File: src/rtl/boot_tx_pkg.sv
package boot_tx_pkg;

    localparam int WORD_BITS    = 32;
    localparam int SYNC_CYCLES  = 2;
    localparam int HEADER_WORDS = 2;
    localparam int FRAME_CYCLES = SYNC_CYCLES + WORD_BITS;
    localparam int MIN_HALF     = 3;

    typedef logic [WORD_BITS-1:0] word_t;

    typedef enum logic [1:0] {K_LEN, K_ADDR, K_DATA} kind_e;

    typedef enum logic [2:0] {W_IDLE, W_READ, W_LOAD, W_SEND, W_DONE} walk_e;

    typedef enum logic [1:0] {S_IDLE, S_FRAME, S_GAP} shift_e;

    typedef struct packed {
        logic sck;
        logic fs;
        logic dat;
    } line_t;

    function automatic int cnt_w(input int n);
        return (n < 2) ? 1 : $clog2(n);
    endfunction

    function automatic int eff_half(input int h);
        return (h < MIN_HALF) ? MIN_HALF : h;
    endfunction

endpackage

File: src/rtl/image_ram.sv
module image_ram
    import boot_tx_pkg::*;
#(
    parameter int DEPTH = 64,
    parameter int AW    = 6
) (
    input  logic          clk,
    input  logic          wr_en,
    input  logic [AW-1:0] wr_addr,
    input  word_t         wr_data,
    input  logic          rd_en,
    input  logic [AW-1:0] rd_addr,
    output word_t         rd_data
);

    word_t mem [DEPTH];

    always_ff @(posedge clk) begin
        if (wr_en) begin
            mem[wr_addr] <= wr_data;
        end
        if (rd_en) begin
            rd_data <= mem[rd_addr];
        end
    end

endmodule

File: src/rtl/bit_shifter.sv
module bit_shifter
    import boot_tx_pkg::*;
#(
    parameter int HALF_DIV = 3,
    parameter int GAP      = 2
) (
    input  logic  clk,
    input  logic  rst,
    input  logic  load,
    input  word_t word_i,
    output line_t line_o,
    output logic  fin_o
);

    localparam int HALF    = eff_half(HALF_DIV);
    localparam int HW      = cnt_w(HALF);
    localparam int CW      = cnt_w(FRAME_CYCLES);
    localparam int GAP_CYC = GAP * 2 * HALF;
    localparam int GW      = cnt_w(GAP_CYC + 1);

    shift_e        st;
    logic [HW-1:0] hc;
    logic          ph;
    logic [CW-1:0] cyc;
    word_t         sh;
    logic [GW-1:0] gc;

    always_ff @(posedge clk) begin
        if (rst) begin
            st    <= S_IDLE;
            hc    <= '0;
            ph    <= 1'b0;
            cyc   <= '0;
            sh    <= '0;
            gc    <= '0;
            fin_o <= 1'b0;
        end else begin
            fin_o <= 1'b0;
            case (st)
                S_IDLE: begin
                    if (load) begin
                        st  <= S_FRAME;
                        hc  <= '0;
                        ph  <= 1'b0;
                        cyc <= '0;
                        sh  <= word_i;
                    end
                end
                S_FRAME: begin
                    if (hc == HW'(HALF - 1)) begin
                        hc <= '0;
                        ph <= ~ph;
                        if (ph) begin
                            if (cyc >= CW'(SYNC_CYCLES)) begin
                                sh <= {sh[WORD_BITS-2:0], 1'b0};
                            end
                            if (cyc == CW'(FRAME_CYCLES - 1)) begin
                                cyc <= '0;
                                if (GAP_CYC == 0) begin
                                    st    <= S_IDLE;
                                    fin_o <= 1'b1;
                                end else begin
                                    st <= S_GAP;
                                    gc <= '0;
                                end
                            end else begin
                                cyc <= cyc + 1'b1;
                            end
                        end
                    end else begin
                        hc <= hc + 1'b1;
                    end
                end
                S_GAP: begin
                    if (int'(gc) == GAP_CYC - 1) begin
                        st    <= S_IDLE;
                        fin_o <= 1'b1;
                    end else begin
                        gc <= gc + 1'b1;
                    end
                end
                default: st <= S_IDLE;
            endcase
        end
    end

    always_comb begin
        line_o.sck = (st == S_FRAME) && ph;
        line_o.fs  = (st == S_FRAME) && (cyc < CW'(SYNC_CYCLES));
        line_o.dat = (st == S_FRAME) && (cyc >= CW'(SYNC_CYCLES)) && sh[WORD_BITS-1];
    end

    // data stays low while frame sync is asserted
    p_sync_data_low_r3: assert property (@(posedge clk) disable iff (rst)
        line_o.fs |-> !line_o.dat);

    // frame sync drops only at the start of the first data cycle, clock low
    p_sync_drop_r3: assert property (@(posedge clk) disable iff (rst)
        $fell(line_o.fs) |-> (!line_o.sck && cyc == CW'(SYNC_CYCLES)));

    // the gap between words keeps all link lines quiet
    p_gap_quiet_r9: assert property (@(posedge clk) disable iff (rst)
        (st == S_GAP) |-> (line_o == '0));

    // the walker only hands over a word when the shifter is free
    p_load_when_idle_r10: assert property (@(posedge clk) disable iff (rst)
        load |-> (st == S_IDLE));

    // a high phase is never cut short by a new load
    p_high_phase_r8: assert property (@(posedge clk) disable iff (rst)
        $rose(line_o.sck) |=> (line_o.sck || HALF == 1));

endmodule

File: src/rtl/stream_walker.sv
module stream_walker
    import boot_tx_pkg::*;
#(
    parameter int DEPTH = 64,
    parameter int AW    = 6
) (
    input  logic          clk,
    input  logic          rst,
    input  logic          start,
    output logic          rd_en,
    output logic [AW-1:0] rd_addr,
    input  word_t         rd_data,
    output logic          load,
    output word_t         word_o,
    input  logic          fin,
    output logic          busy,
    output logic          done
);

    walk_e         st;
    kind_e         kind;
    logic [AW-1:0] ptr;
    word_t         cur;
    word_t         remain;
    logic [AW-1:0] ptr_nxt;

    assign ptr_nxt = (ptr == AW'(DEPTH - 1)) ? '0 : ptr + 1'b1;

    always_ff @(posedge clk) begin
        if (rst) begin
            st     <= W_IDLE;
            kind   <= K_LEN;
            ptr    <= '0;
            cur    <= '0;
            remain <= '0;
        end else begin
            case (st)
                W_IDLE, W_DONE: begin
                    if (start) begin
                        st   <= W_READ;
                        ptr  <= AW'(HEADER_WORDS);
                        kind <= K_LEN;
                    end
                end
                W_READ: st <= W_LOAD;
                W_LOAD: begin
                    cur <= rd_data;
                    st  <= W_SEND;
                end
                W_SEND: begin
                    if (fin) begin
                        ptr <= ptr_nxt;
                        st  <= W_READ;
                        case (kind)
                            K_LEN: begin
                                if (cur == '0) begin
                                    st <= W_DONE;
                                end else begin
                                    remain <= cur;
                                    kind   <= K_ADDR;
                                end
                            end
                            K_ADDR: kind <= K_DATA;
                            default: begin
                                remain <= remain - 1'b1;
                                if (remain == word_t'(1)) begin
                                    kind <= K_LEN;
                                end
                            end
                        endcase
                    end
                end
                default: st <= W_IDLE;
            endcase
        end
    end

    assign rd_en   = (st == W_READ);
    assign rd_addr = ptr;
    assign load    = (st == W_LOAD);
    assign word_o  = rd_data;
    assign busy    = (st == W_READ) || (st == W_LOAD) || (st == W_SEND);
    assign done    = (st == W_DONE);

    // header words are never fetched for transmission
    p_hdr_skip_r5: assert property (@(posedge clk) disable iff (rst)
        rd_en |-> (rd_addr >= AW'(HEADER_WORDS)));

    // while a word is in flight, start cannot move the walker
    p_busy_hold_r10: assert property (@(posedge clk) disable iff (rst)
        (st == W_SEND && !fin) |=> ($stable(ptr) && $stable(kind)));

    // done rises only after a zero length word has completed
    p_done_after_zero_r7: assert property (@(posedge clk) disable iff (rst)
        $rose(done) |-> ($past(kind) == K_LEN && $past(cur) == '0 && $past(fin)));

endmodule

File: src/rtl/boot_stream_tx.sv
module boot_stream_tx
    import boot_tx_pkg::*;
#(
    parameter int DEPTH    = 64,
    parameter int HALF_DIV = 3,
    parameter int GAP      = 2,
    localparam int AW      = cnt_w(DEPTH)
) (
    input  logic          clk,
    input  logic          rst,
    input  logic          img_we,
    input  logic [AW-1:0] img_addr,
    input  logic [31:0]   img_wdata,
    input  logic          start,
    output logic          busy,
    output logic          done,
    output logic          ser_clk,
    output logic          ser_data,
    output logic          ser_sync
);

    logic          rd_en;
    logic [AW-1:0] rd_addr;
    word_t         rd_data;
    logic          load;
    word_t         ld_word;
    logic          fin;
    line_t         line;

    image_ram #(.DEPTH(DEPTH), .AW(AW)) i_ram (
        .clk     (clk),
        .wr_en   (img_we),
        .wr_addr (img_addr),
        .wr_data (img_wdata),
        .rd_en   (rd_en),
        .rd_addr (rd_addr),
        .rd_data (rd_data)
    );

    stream_walker #(.DEPTH(DEPTH), .AW(AW)) i_walk (
        .clk     (clk),
        .rst     (rst),
        .start   (start),
        .rd_en   (rd_en),
        .rd_addr (rd_addr),
        .rd_data (rd_data),
        .load    (load),
        .word_o  (ld_word),
        .fin     (fin),
        .busy    (busy),
        .done    (done)
    );

    bit_shifter #(.HALF_DIV(HALF_DIV), .GAP(GAP)) i_shift (
        .clk    (clk),
        .rst    (rst),
        .load   (load),
        .word_i (ld_word),
        .line_o (line),
        .fin_o  (fin)
    );

    assign ser_clk  = line.sck;
    assign ser_data = line.dat;
    assign ser_sync = line.fs;

    // with no stream running the link is idle low
    p_idle_low_r4: assert property (@(posedge clk) disable iff (rst)
        !busy |-> (!ser_clk && !ser_sync && !ser_data));

    // done and busy are never both high
    p_done_not_busy_r7: assert property (@(posedge clk) disable iff (rst)
        !(done && busy));

endmodule

File: config.mk
export PLATFORM = sky130hd
export DESIGN_NAME = boot_stream_tx
export DESIGN_NICKNAME = d
export VERILOG_FILES = /design/src/rtl/boot_tx_pkg.sv /design/src/rtl/image_ram.sv /design/src/rtl/bit_shifter.sv /design/src/rtl/stream_walker.sv /design/src/rtl/boot_stream_tx.sv
export SDC_FILE = /design/constraint.sdc
export NUM_CORES = 2
export LEC_CHECK = 0
export BUFFER_PORTS_ARGS = -buffer_cell sky130_fd_sc_hd__buf_2
export CORE_MARGIN = 2
export CORE_UTILIZATION = 55
export CTS_CLUSTER_DIAMETER = 30
export CTS_CLUSTER_SIZE = 25
export DETAILED_ROUTE_END_ITERATION = 8
export GPL_ROUTABILITY_DRIVEN = 0
export PLACE_DENSITY = 0.71
export SYNTH_ARGS = -nofsm -noshare
export SYNTH_HDL_FRONTEND = slang
export SYNTH_SLANG_ARGS = --single-unit
File: constraint.sdc
create_clock -name clk -period 10.75 [get_ports clk]
set_input_delay 2.15 -clock clk [delete_from_list [all_inputs] [get_ports clk]]
set_output_delay 2.15 -clock clk [all_outputs]
set_load 0.03 [all_outputs]
# Yosys cells after proc, flatten, opt, wreduce, memory -nomap -nowiden
# Memories as Yosys holds them, arrays and structs flattened. A register that Yosys moved wholly into a read port is not among the register bits.
# Cells that the tools add are included.
# word_totals
inputBits	42
ram_bits	2048
mem_count	1
register_bits	123
word_cells	119
# classes
reduce_logical	25
bitwise_logic	3
n_eq_ne	24
magnitude_cmp	2
n_addsub	5
muxes	47
# mem_list
name	depth	word_bits	rd	rd_ports_with_merged_regs	wr	line	text
i_ram.mem	64	32	1	1	1	image_ram.sv:16	word_t mem [DEPTH];
# op_table
op	count
2-to-1 mux 32 bit	5
case mux 32 bit (2 select lines)	2
2-to-1 mux 6 bit	7
equality test 32 x 1 -> 1 bit, second input constant	1
logical NOT 32 bit	1
subtractor 32 x 1 -> 32 bit, second input constant	1
case mux 6 bit (2 select lines)	2
2-to-1 mux 2 bit	11
AND reduction 5 bit	4
2-to-1 mux 4 bit	4
adder 6 x 1 -> 6 bit, second input constant	2
equality test 6 bit, second input constant	2
2-to-1 mux 3 bit	4
!= test 2 x 1 -> 1 bit, second input constant	6
case mux 2 bit (2 select lines)	3
case mux 3 bit (4 select lines)	1
!= test 2 bit, second input constant	4
case mux 4 bit (2 select lines)	1
AND reduction 4 bit	2
equality test 3 x 2 -> 1 bit, second input constant	2
greater-or-equal comparator 6 x 2 -> 1 bit, second input constant	1
< comparator 6 x 2 -> 1 bit, second input constant	1
case mux 2 bit (3 select lines)	1
AND reduction 3 bit	2
other kinds (19)	36

# Longest topological paths before layout
# logic_depth
word_depth	5
ltp_mapped	11
mapped_depth_nobuf	8

# Modules after synthesis
# From an unflattened synthesis, not the netlist that was laid out.
# hier_totals
hier_cells	4146
area_unflattened_um2	85517.0
# by_module_without_submodules
module	cells_each	area_each_um2	seq_area_each_um2	n_inst
image_ram	3324	78843.1	62459.9	1
stream_walker	527	4103.9	1501.4	1
bit_shifter	295	2570.0	960.9	1

# Worst setup path before layout
# No wires, ideal clock.
# synth_timing
kind	input to register
from	in img_we
to	mem i_ram.mem[34][0] (netlist name) (enable)
t_required_ns	10.289
cell_stages	5
slack_ns	5.068
arrival_time_ns	5.221
path_cell_list	clkbuf_1 nand2_1 or3_1 clkbuf_1 nor3_1
# synth_via
elab_chain_cells	2
# synth_lines
element	line	text
from (decl)	boot_stream_tx.sv:11	input logic img_we,
2-to-1 mux 1 bit	image_ram.sv:19	if (wr_en) begin
2-to-1 mux 1 bit (implied by the code)	image_ram.sv:20	mem[wr_addr] <= wr_data;
to (decl)	image_ram.sv:16	
# Every way passes these cells.

# Final worst setup path
# layout_timing
from	reg i_shift.cyc[2]
to	out ser_data
# layout_via
elab_chain_cells	3
# layout_lines
element	line	text
from (decl)	bit_shifter.sv:24	logic [CW-1:0] cyc;
from (signal assigned)	bit_shifter.sv:67	cyc <= cyc + 1'b1;
greater-or-equal comparator 6 x 2 -> 1 bit	bit_shifter.sv:90	line_o.dat = (st == S_FRAME) && (cyc >= CW'(SYNC_CYCLES)) && sh[WORD_BITS-1];
logical AND 1 bit (2 in a row)	bit_shifter.sv:90	
to (decl)	boot_stream_tx.sv:18	output logic ser_data,
# Every way passes these cells.

==> flow_summary.toml <==
[clock_network]
ctsResizeCount = 0
cts.sinks = 2203
cts_buffers = 400
hold_buffers = 0
cts_tree = "built"
htreeDepth = 5
cts.path.max_buffers = 4
clk_latency_ps = 940
path_clk_slew_ps = 40
root_buffer = "clkbuf_16"
post_cts_buffers = 0

[power_and_ir_drop]
p_per_area_nw_per_um2 = 224
leakage_uw = 0.0320
vdd_drop_max_uv = 188
fin_total_pwr_uw = 22900

[min_path]
hold_path.class = "reg2reg"

[cells_and_area]
drive_above_1_share = 0.303
finish.utilization = 0.662
nets = 4520
n_fill_cell = 9501
layout_commonest_cell = "edfxtp_1"
register_area_um2 = 64900
stdcell_count = 6834
multi_input_area_um2 = 19400
final_cell_mix = "2080 x edfxtp_1, 551 x mux4_2, 404 x clkbuf_16"
area_delta_synth_final_pct = 19.7

[outcome]
status = "finished with violations"
violations = "max-capacitance violations, max-slew violations"

[sta]
hold_viol = 0
tns_ps = 0
finalClockSkew_ps = 70.7
rsz0062_at_grt = "false"
finalMaxSlewViolations = 2
worstMarginPinSlew_ps = 1520
fin_crit_sh = 0.433
holdWs_ps = 458
finalCriticalPeriod_ps = 4660
relSlewSlack = -0.0217
setup_viol = 0
clock.fmax_mhz = 215

[synthesis]
syn_area_um2 = 85100
synth_nets = 4190
synth_cell_type_count = 67
synth-edff-count = 2080
ys_seq_elements = 2203
avgSynthCellArea_um2 = 20.6
async_reset_ff_frac = 0
seq_area_frac_synth = 0.763
synth_ff_type = "edfxtp_1"
yosysWarnings = 0
synth_cells = 4141

[floorplan]
die_y_um = 397
coreArea_um2 = 154000
io_pins = 47
row_count = 144
die_x_um = 397
die-area_um2 = 158000
start_util = 0.553

[critical_path]
cp.arrival_ps = 2510
setup.worst_path.end_class = "output port"
worstPathRequired_ps = 8600
crit_type = "reg2out"
regToRegSetupSlack_ps = 6230
critPathMaxFanout = 6
start_kind = "flop"

[route]
via_per_inst = 6.57
wl_um = 222000
ant_nets = 0
wire_per_inst_um = 32.5
num_vias = 44927
drcViolationCount = 0
drt_pass1_iterations = 9
drt_iter0_drc = 6614

[place]
port_buffers = 46
dp.cells = 6113
hpwl_um = 111000

[global_route]
antenna_found_initial = 8
grt_pass1_wl_um = 322000
grt-ovfl-total = 0
grt_use_total = 0.285
grt_max_degree = 109
grt_pass1_vias = 45710

[job]
maxCapViolations = 1
==> kinds of logic (layout without fill, tap and decap cells) <==
group           after synthesis  after routing  synth area share
flops                      2203           2203             0.763
mux                         654            654             0.158
simple gates                597            597            0.0309
compound gates              429            429            0.0324
buf+inv                     250            891            0.0148
fa+ha+maj                     7              7           0.00103
xor+xnor                      1              1          0.000103
other cells                   0              8                 0
==> final timing paths <==
path | cells past startpoint | endpoint | start
max reg2reg | 6 | i_ram.rd_data[7]$_DFFE_PP_ | i_walk.rd_addr[0]$_SDFFE_PP0P_
max | 4 | ser_data | i_shift.cyc[2]$_SDFFE_PP0P_
min reg2reg | 2 | i_shift.sh[30]$_SDFFE_PP0P_ | i_shift.sh[29]$_SDFFE_PP0P_
min | 2 | i_shift.sh[30]$_SDFFE_PP0P_ | i_shift.sh[29]$_SDFFE_PP0P_
==> worst max-delay path, cell delays in order (launching register included) <==
cell	delay, ps
dfxtp_1	340
or3_1	440
or4_1	450
and3_1	210
buf_2	170
==> cells in the mapped netlist (all sizes together), types with 4 or more instances <==
cell / count / share of area
inv: 13 / 0.00057
a221oi: 25 / 0.0026
or4: 4 / 0.00035
a211oi: 4 / 0.00035
o31ai: 10 / 0.00088
nand3: 32 / 0.0019
nand3b: 5 / 0.00044
and2: 10 / 0.00074
o21a: 4 / 0.00035
buf: 131 / 0.0095
mux2i: 97 / 0.011
nor3b: 4 / 0.00041
o22ai: 15 / 0.0011
nor2b: 13 / 0.00096
or2: 5 / 0.00037
mux4: 551 / 0.15
nor4: 16 / 0.0012
clkbuf: 105 / 0.0046
o21ai: 98 / 0.0058
nand2: 261 / 0.012
nor2: 166 / 0.0074
o41ai: 6 / 0.00062
mux2: 6 / 0.00079
o221ai: 14 / 0.0014
or3: 13 / 0.00096
dfxtp: 123 / 0.029
ha: 7 / 0.0010
nand2b: 13 / 0.00096
o211ai: 7 / 0.00062
a21oi: 128 / 0.0075
edfxtp: 2080 / 0.73
a21o: 7 / 0.00062
a22oi: 48 / 0.0042
and3: 8 / 0.00059
a311oi: 34 / 0.0035
nor3: 36 / 0.0022
nand4: 6 / 0.00044
a31oi: 11 / 0.00081
==> routing by layer <==
layer | track usage | routed length, µm | vias to the layer above
li1 | - | - | 18028
met1 | 0.390 | 81000 | 23505
met2 | 0.458 | 109000 | 2928
met3 | 0.0602 | 23700 | 462
met4 | 0.106 | 8010 | 4
met5 | 0 | 23 | -
==> layout make-up <==
| type | instances | share of cell area |
|---|---|---|
| Clock inverter | 272 | 0.0332 |
| Inverter | 14 | 0.000590 |
| Timing Repair Buffer | 164 | 0.0116 |
| Sequential cell | 2203 | 0.638 |
| Clock buffer | 441 | 0.101 |
| Multi-Input combinational cell | 1688 | 0.191 |
| Tap cell | 2044 | 0.0251 |
| Antenna cell | 8 | 0.000197 |
==> sequential cells by signal, summed over array words and instances, names as in the netlist, 3 cells and up <==
signal          count
i_walk.rd_addr      6
i_walk.cur         32
i_shift.gc          4
i_shift.cyc         6
i_shift.sh         32
i_ram.mem        2048
i_walk.st           3
i_ram.rd_data      32
i_walk.remain      32
==> report_power, final <==
part           internal [µW]  switching, µW  leakage [µW]
sequential              9490           59.2        0.0197
combinational            176            389       0.00572
clock                   8510           4240       0.00658
total                  18200           4690        0.0320
==> per-stage QoR <==
| stage | worst slack, ps | cell area (µm²) |
|---|---|---|
| 2_1_floorplan | 5070 | 85100 |
| 3_3_place_gp | 5640 | 88200 |
| 3_5_place_dp | 5640 | 88200 |
| 4_1_cts | 6050 | 102000 |
| 5_1_grt | 5960 | 102000 |
| 6_report | 6090 | 102000 |
(Power assumes the default switching activity.)
